<file path="src/rtl/wtm_pkg.sv">
package wtm_pkg;
  typedef enum logic [1:0] {
    SRC_NONE = 2'd0,
    SRC_FAST = 2'd1,
    SRC_INJ  = 2'd2,
    SRC_REG  = 2'd3
  } wtm_src_e;
endpackage

</file>
<file path="src/rtl/wtm_src_sel.sv">
module wtm_src_sel
  import wtm_pkg::*;
#(
  parameter int DW  = 24,
  parameter int CHW = 1
) (
  input  logic           fast_mode,
  input  logic           fs_valid,
  input  logic [CHW-1:0] fs_chan,
  input  logic [DW-1:0]  fs_data,
  input  logic           inj_valid,
  input  logic [CHW-1:0] inj_chan,
  input  logic [DW-1:0]  inj_data,
  input  logic           reg_valid,
  input  logic [CHW-1:0] reg_chan,
  input  logic [DW-1:0]  reg_data,
  output logic           fs_ready,
  output logic           inj_ready,
  output logic           reg_ready,
  output logic           sel_valid,
  output logic [CHW-1:0] sel_chan,
  output logic [DW-1:0]  sel_data,
  output wtm_src_e       sel_src
);
  // ready depends on mode and on the higher-priority stream, never on own valid
  assign fs_ready  = fast_mode;
  assign inj_ready = !fast_mode;
  assign reg_ready = !fast_mode && !inj_valid;

  always_comb begin
    sel_src  = SRC_NONE;
    sel_chan = '0;
    sel_data = '0;
    if (fs_valid && fs_ready) begin
      sel_src  = SRC_FAST;
      sel_chan = fs_chan;
      sel_data = fs_data;
    end else if (inj_valid && inj_ready) begin
      sel_src  = SRC_INJ;
      sel_chan = inj_chan;
      sel_data = inj_data;
    end else if (reg_valid && reg_ready) begin
      sel_src  = SRC_REG;
      sel_chan = reg_chan;
      sel_data = reg_data;
    end
  end

  assign sel_valid = (sel_src != SRC_NONE);
endmodule

</file>
<file path="src/rtl/wtm_cmp.sv">
module wtm_cmp #(
  parameter int DW = 24
) (
  input  logic          valid,
  input  logic [DW-1:0] data,
  input  logic [DW-1:0] hi_thr,
  input  logic [DW-1:0] lo_thr,
  output logic          above,
  output logic          below
);
  assign above = valid && ($signed(data) > $signed(hi_thr));
  assign below = valid && ($signed(data) < $signed(lo_thr));
endmodule

</file>
<file path="src/rtl/wtm_flags.sv">
module wtm_flags #(
  parameter int NCH = 2,
  parameter int CHW = 1
) (
  input  logic           clk,
  input  logic           rst_n,
  input  logic           hit_valid,
  input  logic [CHW-1:0] hit_chan,
  input  logic           hit_hi,
  input  logic           hit_lo,
  input  logic [NCH-1:0] mask,
  input  logic [NCH-1:0] clr_hi,
  input  logic [NCH-1:0] clr_lo,
  output logic [NCH-1:0] flag_hi,
  output logic [NCH-1:0] flag_lo,
  output logic           watched_hit
);
  logic [NCH-1:0] ch_sel;

  for (genvar n = 0; n < NCH; n++) begin : g_ch
    assign ch_sel[n] = hit_valid && (hit_chan == CHW'(n)) && mask[n];

    always_ff @(posedge clk or negedge rst_n) begin
      if (!rst_n) begin
        flag_hi[n] <= 1'b0;
        flag_lo[n] <= 1'b0;
      end else begin
        // a set in the same cycle as a clear keeps the flag up
        flag_hi[n] <= (flag_hi[n] && !clr_hi[n]) || (ch_sel[n] && hit_hi);
        flag_lo[n] <= (flag_lo[n] && !clr_lo[n]) || (ch_sel[n] && hit_lo);
      end
    end
  end

  assign watched_hit = (|ch_sel) && (hit_hi || hit_lo);
endmodule

</file>
<file path="src/rtl/win_thresh_mon.sv">
module win_thresh_mon
  import wtm_pkg::*;
#(
  parameter int DW  = 24,
  parameter int NCH = 2,
  localparam int CHW = (NCH > 1) ? $clog2(NCH) : 1
) (
  input  logic           clk,
  input  logic           rst_n,
  input  logic [DW-1:0]  cfg_hi_thr,
  input  logic [DW-1:0]  cfg_lo_thr,
  input  logic [NCH-1:0] cfg_ch_mask,
  input  logic           cfg_fast_mode,
  input  logic           cfg_hi_ie,
  input  logic           cfg_lo_ie,
  input  logic           cfg_brk_en,
  input  logic           fs_valid,
  output logic           fs_ready,
  input  logic [CHW-1:0] fs_chan,
  input  logic [DW-1:0]  fs_data,
  input  logic           inj_valid,
  output logic           inj_ready,
  input  logic [CHW-1:0] inj_chan,
  input  logic [DW-1:0]  inj_data,
  input  logic           reg_valid,
  output logic           reg_ready,
  input  logic [CHW-1:0] reg_chan,
  input  logic [DW-1:0]  reg_data,
  input  logic [NCH-1:0] clr_hi,
  input  logic [NCH-1:0] clr_lo,
  output logic [NCH-1:0] flag_hi,
  output logic [NCH-1:0] flag_lo,
  output logic           irq,
  output logic           brk_pulse
);
  logic           sel_valid;
  logic [CHW-1:0] sel_chan;
  logic [DW-1:0]  sel_data;
  wtm_src_e       sel_src;
  logic           above, below, watched_hit;

  wtm_src_sel #(.DW(DW), .CHW(CHW)) u_sel (
    .fast_mode (cfg_fast_mode),
    .fs_valid  (fs_valid),  .fs_chan  (fs_chan),  .fs_data  (fs_data),
    .inj_valid (inj_valid), .inj_chan (inj_chan), .inj_data (inj_data),
    .reg_valid (reg_valid), .reg_chan (reg_chan), .reg_data (reg_data),
    .fs_ready  (fs_ready),  .inj_ready (inj_ready), .reg_ready (reg_ready),
    .sel_valid (sel_valid), .sel_chan (sel_chan), .sel_data (sel_data),
    .sel_src   (sel_src)
  );

  wtm_cmp #(.DW(DW)) u_cmp (
    .valid  (sel_valid),
    .data   (sel_data),
    .hi_thr (cfg_hi_thr),
    .lo_thr (cfg_lo_thr),
    .above  (above),
    .below  (below)
  );

  wtm_flags #(.NCH(NCH), .CHW(CHW)) u_flags (
    .clk         (clk),
    .rst_n       (rst_n),
    .hit_valid   (sel_valid),
    .hit_chan    (sel_chan),
    .hit_hi      (above),
    .hit_lo      (below),
    .mask        (cfg_ch_mask),
    .clr_hi      (clr_hi),
    .clr_lo      (clr_lo),
    .flag_hi     (flag_hi),
    .flag_lo     (flag_lo),
    .watched_hit (watched_hit)
  );

  always_ff @(posedge clk or negedge rst_n) begin
    if (!rst_n) brk_pulse <= 1'b0;
    else        brk_pulse <= cfg_brk_en && watched_hit;
  end

  assign irq = (cfg_hi_ie && (|flag_hi)) || (cfg_lo_ie && (|flag_lo));

  logic unused_src;
  assign unused_src = ^sel_src;
endmodule

</file>
<file path="config.mk">
export PLATFORM = sky130hd
export DESIGN_NAME = win_thresh_mon
export DESIGN_NICKNAME = d
export VERILOG_FILES = /design/src/rtl/wtm_pkg.sv /design/src/rtl/wtm_src_sel.sv /design/src/rtl/wtm_cmp.sv /design/src/rtl/wtm_flags.sv /design/src/rtl/win_thresh_mon.sv
export SDC_FILE = /design/constraint.sdc
export NUM_CORES = 1
export LEC_CHECK = 0
export BUFFER_PORTS_ARGS = -buffer_cell sky130_fd_sc_hd__buf_2
export CORE_ASPECT_RATIO = 0.5
export CORE_MARGIN = 2
export CORE_UTILIZATION = 41
export DETAILED_ROUTE_END_ITERATION = 16
export MAX_ROUTING_LAYER = met4
export PLACE_DENSITY = 0.83
export SLEW_MARGIN = 20
export SYNTH_ARGS = -nofsm -noshare
export SYNTH_HDL_FRONTEND = slang
export SYNTH_SLANG_ARGS = --single-unit
</file>
<file path="constraint.sdc">
create_clock -name clk -period 1 [get_ports clk]
set_input_delay 0.2 -clock clk [delete_from_list [all_inputs] [get_ports clk]]
set_output_delay 0.2 -clock clk [all_outputs]
set_load 0.01 [all_outputs]
</file>
# --- After elaboration in Yosys (flattened, before gate mapping) ---
# Index checks and enable logic that the tools add are counted.
op_classes:
  reduce_logical: 38
  bitwise_logic: 1
  mul: 0
  n_shift: 0
  order_cmp: 2
  n_addsub: 0
  eq_ne: 0
  div_mod_pow: 0
  mux: 9
op_table:
  columns: ["op", "count"]
  rows:
  - ["$mux W24", 3]
  - ["$gt A24 B24 Y1", 1]
  - ["$lt A24 B24 Y1", 1]
  - ["$logic_and A1 B1 Y1", 22]
  - ["$logic_not A1 Y1", 6]
  - ["$logic_or A1 B1 Y1", 6]
  - ["$mux W2", 3]
  - ["$reduce_or A2 Y1", 3]
  - ["$mux W1", 3]
  - ["$reduce_bool A2 Y1", 1]
  - ["$not A1 Y1", 1]
word_totals:
  reg_bits: 5
  latchBits: 0
  n_memories: 0
  ramBits: 0
  romBits: 0
  output_inout_bits: 9

# --- Depth between registers and ports, before layout ---
logic_depth:
  word_depth: 12
  ltp_mapped: 12

# --- Cells and area by module ---
# A second synthesis with hierarchy kept.
unflattened:
  hier_cells: 324
  area_unflattened_um2: 2492.4
modules_own_cells:
  columns: ["module", "cells_per_inst", "instances", "area_each_um2", "seq_area_each_um2"]
  rows:
  - ["wtm_cmp", 173, 1, 1209.9, 0.0]
  - ["wtm_src_sel", 128, 1, 1046.0, 0.0]
  - ["wtm_flags", 18, 1, 191.4, 100.1]
  - ["win_thresh_mon", 5, 1, 45.0, 25.0]

# --- Least setup slack after synthesis ---
# No wires, ideal clock.
synth_path:
  path_kind: "input to register"
  start: "in cfg_fast_mode"
  end: "reg u_flags.flag_lo[0]"
  slack_ps: -1673
  path_buffers: 2
  arrival_ps: 2577
  setup_ps: 95
  stages: 11
  required_ps: 905
  cell_sequence: "and2_1 clkbuf_1 clkbuf_1 a222oi_1 inv_1 ha_1 a21o_1 a2111oi_0 o22ai_1 mux2_4 o32ai_2"
synth_between:
  elab_chain_cells: 11
  word_cells_on_any_way: 22
  cone_classes: "order compare: 1; mux: 9; bitwise: 1; reduce/logical: 11"
synth_rtl:
  columns: ["element", "line", "source"]
  rows:
  - ["start: declaration", "win_thresh_mon.sv:13", "input logic cfg_fast_mode,"]
  - ["parallel branches: the longest is 9 deep, another holds $lt A24 B24 Y1", null, null]
  - ["$logic_and A1 B1 Y1 *", "wtm_flags.sv:30", "flag_lo[n] <= (flag_lo[n] && !clr_lo[n]) || (ch_sel[n] && hit_lo);"]
  - ["$logic_or A1 B1 Y1 *", "wtm_flags.sv:30", null]
  - ["end signal: indexed assignment", "wtm_flags.sv:30", null]
  - ["end: declaration", "wtm_flags.sv:15", "output logic [NCH-1:0] flag_lo,"]
# Every way passes the cells marked *.

# --- Worst setup path in the final report ---
layout_path:
  start: "in fs_valid"
  end: "reg brk_pulse"
layout_between:
  elab_chain_cells: 8
  word_cells_on_any_way: 18
  cone_classes: "order compare: 2; mux: 3; bitwise: 1; reduce/logical: 12"
layout_rtl:
  columns: ["element", "line", "source"]
  rows:
  - ["start: declaration", "win_thresh_mon.sv:17", "input logic fs_valid,"]
  - ["$logic_and A1 B1 Y1 *", "wtm_src_sel.sv:34", "if (fs_valid && fs_ready) begin"]
  - ["parallel branches: the longest is 5 deep, another holds $gt A24 B24 Y1", null, null]
  - ["$logic_and A1 B1 Y1 *", "wtm_flags.sv:35", "assign watched_hit = (|ch_sel) && (hit_hi || hit_lo);"]
  - ["$logic_and A1 B1 Y1 *", "win_thresh_mon.sv:78", "else brk_pulse <= cfg_brk_en && watched_hit;"]
  - ["end signal: assignment", "win_thresh_mon.sv:78", null]
  - ["end: declaration", "win_thresh_mon.sv:34", "output logic brk_pulse"]
# Marked as above.

==> results_tabular.tex <==
\begin{tabular}{lr}
\hline
Metric & Value \\
\hline
\multicolumn{2}{l}{\textbf{Run status}} \\
\quad Run status & finished with violations \\
\quad Failing checks & negative setup slack \\
\multicolumn{2}{l}{\textbf{Drt}} \\
\quad Via count of the routed design & between 3k and 4k \\
\quad Final ANT Viol Nets & 0 \\
\quad First-pass DRT Iterations & 8 \\
\quad Wire length per cell after detailed routing & roughly 20 um \\
\quad Final Routed Wirelength & around 10 mm \\
\quad Drt drc & 0 \\
\quad Iteration-0 DRC count of the detailed router & 434 \\
\quad Number of vias per cell & 6.11 \\
\multicolumn{2}{l}{\textbf{Floorplanning}} \\
\quad Area of the die & 0.00515 mm2 \\
\quad Die outline width & just under 100 um \\
\quad Core Rows & 17 \\
\quad Height of the die & $\sim$52 um \\
\quad Starting utilization of the core area & approximately 43\% \\
\quad Core area & between 0.004 and 0.005 mm2 \\
\quad IO Pins & $\sim$150 \\
\multicolumn{2}{l}{\textbf{Clock tree}} \\
\quad Max Root-Sink Buffers & 2 \\
\quad Clock tree from TritonCTS & done \\
\quad Clock slew at the register clock pins of the worst setup and hold paths & about 0.040 ns \\
\quad Number of sinks driven by the clock tree & 5 \\
\quad H-tree level count & 1 \\
\quad Insertion delay of the later-clocked pin in the worst-skew pair & 0.23 ns \\
\quad Clock root buffer master & sky130\_fd\_sc\_hd\_\_clkbuf\_8 \\
\quad TritonCTS Buffers & 3 \\
\multicolumn{2}{l}{\textbf{GRT}} \\
\quad Global routing's busiest layer & met2 \\
\quad Met3 demand-to-capacity share in global routing & 6.45\% \\
\quad Overflow after GRT & 0 \\
\quad Global routing usage summed across all routing layers & between 30\% and 40\% \\
\quad Number of antenna violations at the first check in global routing & 0 \\
\quad Pin count of the biggest net entering global routing & 11 \\
\quad Global-route track usage on met1 & a little under 40\% \\
\quad Met2 capacity usage during global routing & a little over three fifths \\
\quad Via count of the first global-routing pass & 2,947 \\
\quad Global-route wire length before repair & between 10 and 15 mm \\
\multicolumn{2}{l}{\textbf{STA}} \\
\quad Maximum clock rate & roughly 340 MHz \\
\quad Worst clock skew & 0 ns \\
\quad Final setup fails & 10 \\
\quad Post-route clock period utilization & 291\% \\
\quad Number of hold violations in the final report & 0 \\
\quad Minimum period implied by the final worst setup slack & around 2.9 ns \\
\quad Worst setup margin & -1.91 ns \\
\quad Unrepaired setup endpoints after global routing & yes \\
\quad Actual slew at the worst max-slew pin & about 0.60 ns \\
\quad Slew margin rel. & about 60\% \\
\quad Max-slew violation count & 0 \\
\multicolumn{2}{l}{\textbf{Flow run}} \\
\quad Max Cap Viol & 0 \\
\multicolumn{2}{l}{\textbf{Synthesis}} \\
\quad Fraction of synthesis flops using an asynchronous set or reset pin & 100\% \\
\quad Synth area leader & sky130\_fd\_sc\_hd\_\_ha\_1 \\
\quad Net count after synthesis & 445 \\
\quad Top cell type's share of synthesized area & between 30\% and 40\% \\
\quad Post-Syn Instances & 260 \\
\quad Average instance area after synthesis & 7.18 um2 \\
\quad Post-synthesis sequential area ratio & 6.70\% \\
\quad Post-synthesis sequential element count & 5 \\
\quad Most area-consuming cells after synthesis & sky130\_fd\_sc\_hd\_\_ha\_1 (31\%), sky130\_fd\_sc\_hd\_\_inv\_1 (15\%), sky130\_fd\_sc\_hd\_\_a222oi\_1 (13\%), sky130\_fd\_sc\_hd\_\_dfrtp\_1 (6.7\%), sky130\_fd\_sc\_hd\_\_a21oi\_1 (4.0\%) \\
\quad Yosys warning total & 0 \\
\quad Most frequently used flop master after synthesis & sky130\_fd\_sc\_hd\_\_dfrtp\_1 \\
\quad Synth Cell Area & $\sim$0.0019 mm2 \\
\quad Most used standard cell by instance count after synthesis & sky130\_fd\_sc\_hd\_\_inv\_1 \\
\quad Post-synthesis cell type count & 33 \\
\quad Top cells by count, synth & sky130\_fd\_sc\_hd\_\_inv\_1 (77), sky130\_fd\_sc\_hd\_\_ha\_1 (47), sky130\_fd\_sc\_hd\_\_a222oi\_1 (24) \\
\quad EDFF count, synth & 0 \\
\multicolumn{2}{l}{\textbf{Hold path}} \\
\quad Min-Delay Path Class & in -> reg \\
\multicolumn{2}{l}{\textbf{Worst setup path}} \\
\quad Largest fanout on the critical path & 10 \\
\quad Class of the most critical setup path & in -> reg \\
\quad Type of element capturing the critical path & flop \\
\quad Sort of element at the start of the critical path & input port \\
\quad Worst endpoint data arrival time & $\sim$3.1 ns \\
\quad CP Data Required Time & approximately 1.1 ns \\
\multicolumn{2}{l}{\textbf{Cells and area}} \\
\quad Count of antenna diodes in the layout & 0 \\
\quad Fill cell count & 261 \\
\quad Post-layout net count & 640 \\
\quad Layout overhead on the synthesized area & 88.5\% \\
\quad Fraction of final layout cells with drive strength greater than 1 & roughly 52\% \\
\quad Number of cells in the finished layout apart from fillers & roughly 510 \\
\quad Finished Cell Area & between 0.003 and 0.004 mm2 \\
\multicolumn{2}{l}{\textbf{Power}} \\
\quad Peak supply drop & about 0.42 mV \\
\quad Reported leakage power & about 2.1 nW \\
\quad Total power density per cell area & about 740 mW/mm2 \\
\multicolumn{2}{l}{\textbf{Placement}} \\
\quad RePlAce Congestion & between 0.9 and 1 \\
\quad Number of I/O port buffers & $\sim$150 \\
\quad Cells after DPL & around 490 \\
\quad DP Wirelength & $\sim$5.6 mm \\
\quad Placed Instance Area & slightly below 0.003 mm2 \\
\hline
\end{tabular}
==> state kept, by name (all words and copies together) (netlist names) <==
name             cells
u_flags.flag_lo      2
brk_pulse            1
u_flags.flag_hi      2
==> per-layer routing <==
| layer | part of all wire, % | up-vias | wire (um) |
|---|---|---|---|
| met4 | 8.5 | 0 | 875 |
| met5 | 0 | - | 0 |
| met3 | 12 | 113 | 1200 |
| met2 | 46 | 297 | 4700 |
| li1 | - | 1338 | - |
| met1 | 34 | 1375 | 3530 |
==> cells in the final DEF (no fill, tap or decap), types with 6 or more instances in the layout <==
master,n
sky130_fd_sc_hd__inv_1,77
sky130_fd_sc_hd__buf_4,31
sky130_fd_sc_hd__nand4_1,7
sky130_fd_sc_hd__nand2_1,9
sky130_fd_sc_hd__ha_4,8
sky130_fd_sc_hd__a222oi_1,24
sky130_fd_sc_hd__buf_6,20
sky130_fd_sc_hd__buf_2,139
sky130_fd_sc_hd__nor2_1,6
sky130_fd_sc_hd__o21ai_0,6
sky130_fd_sc_hd__a21oi_1,11
sky130_fd_sc_hd__ha_1,39
==> worst paths after layout <==
kind,start,end,slack [ns],cells after the start
max,fs_valid,brk_pulse,-1.91,12
min,clr_hi[0],u_flags.flag_hi[0],0.16,2
max reg2reg,u_flags.flag_hi[1],u_flags.flag_hi[1],0.03,4
max in group asynchronous,rst_n,u_flags.flag_hi[0],0.55,2
min reg2reg,u_flags.flag_lo[0],u_flags.flag_lo[0],0.69,3
min in group asynchronous,rst_n,u_flags.flag_lo[0],0.32,2
==> cells by family after synthesis <==
kind of cell / share of synthesized area [%]
AO/OA/AOI/OAI: 28.9
adder cells (fa/ha/maj): 31.5
buffers and inverters: 17.9
flip-flops: 6.70
multiplexers: 0.804
AND/OR/NAND/NOR: 14.3
==> per-stage QoR <==
step / util (%) / power [mW] / hold WS (ns) / setup slack (ns) / setup TNS, ns
floorplan: - / 0.983 / -0.0956 / -1.46 / -6.62
global placement: 67.5 / 1.57 / 0.0150 / -1.66 / -8.12
detailed placement: 67.5 / 1.60 / 0.0177 / -1.79 / -8.59
CTS: 76.9 / 2.25 / 0.164 / -1.40 / -7.01
global route: 80.4 / 2.70 / 0.165 / -1.88 / -9.37
finish: 80.4 / 2.59 / 0.164 / -1.91 / -9.40
==> what timing repair did <==
action                                  4_1_cts  5_1_grt
pin swaps                                    27       11
hold buffers                                  1        0
endpoints found under the setup margin        7       11
gates cloned                                  4        0
gates resized for setup                      48       15
hold endpoints to repair                      5        0
setup buffers                                 9        9
==> power breakdown <==
group          internal, mW  switching, mW
registers             0.226         0.0216
clock network         0.275          0.118
logic                 0.987          0.962
==> critical path, cell delays in order <==
cell,delay (ns)
sky130_fd_sc_hd__buf_2,0.13
sky130_fd_sc_hd__and2_2,0.30
sky130_fd_sc_hd__a222oi_1,0.62
sky130_fd_sc_hd__inv_1,0.17
sky130_fd_sc_hd__buf_4,0.17
sky130_fd_sc_hd__ha_1,0.29
sky130_fd_sc_hd__a21oi_1,0.09
sky130_fd_sc_hd__o31ai_2,0.38
sky130_fd_sc_hd__a21oi_2,0.11
sky130_fd_sc_hd__nand4_1,0.15
sky130_fd_sc_hd__o2111ai_2,0.19
sky130_fd_sc_hd__a221oi_2,0.25
==> final cells by class <==
type | instances | area, um2 | area share, %
Tap cell | 57 | 71.3 | 2.03
Clock buffer | 4 | 45.0 | 1.28
Timing Repair Buffer | 197 | 1290 | 36.6
Sequential cell | 5 | 125 | 3.55
Multi-Input combinational cell | 171 | 1700 | 48.3
Inverter | 77 | 289 | 8.21
Note: power is estimated with default switching activity, not from simulation.
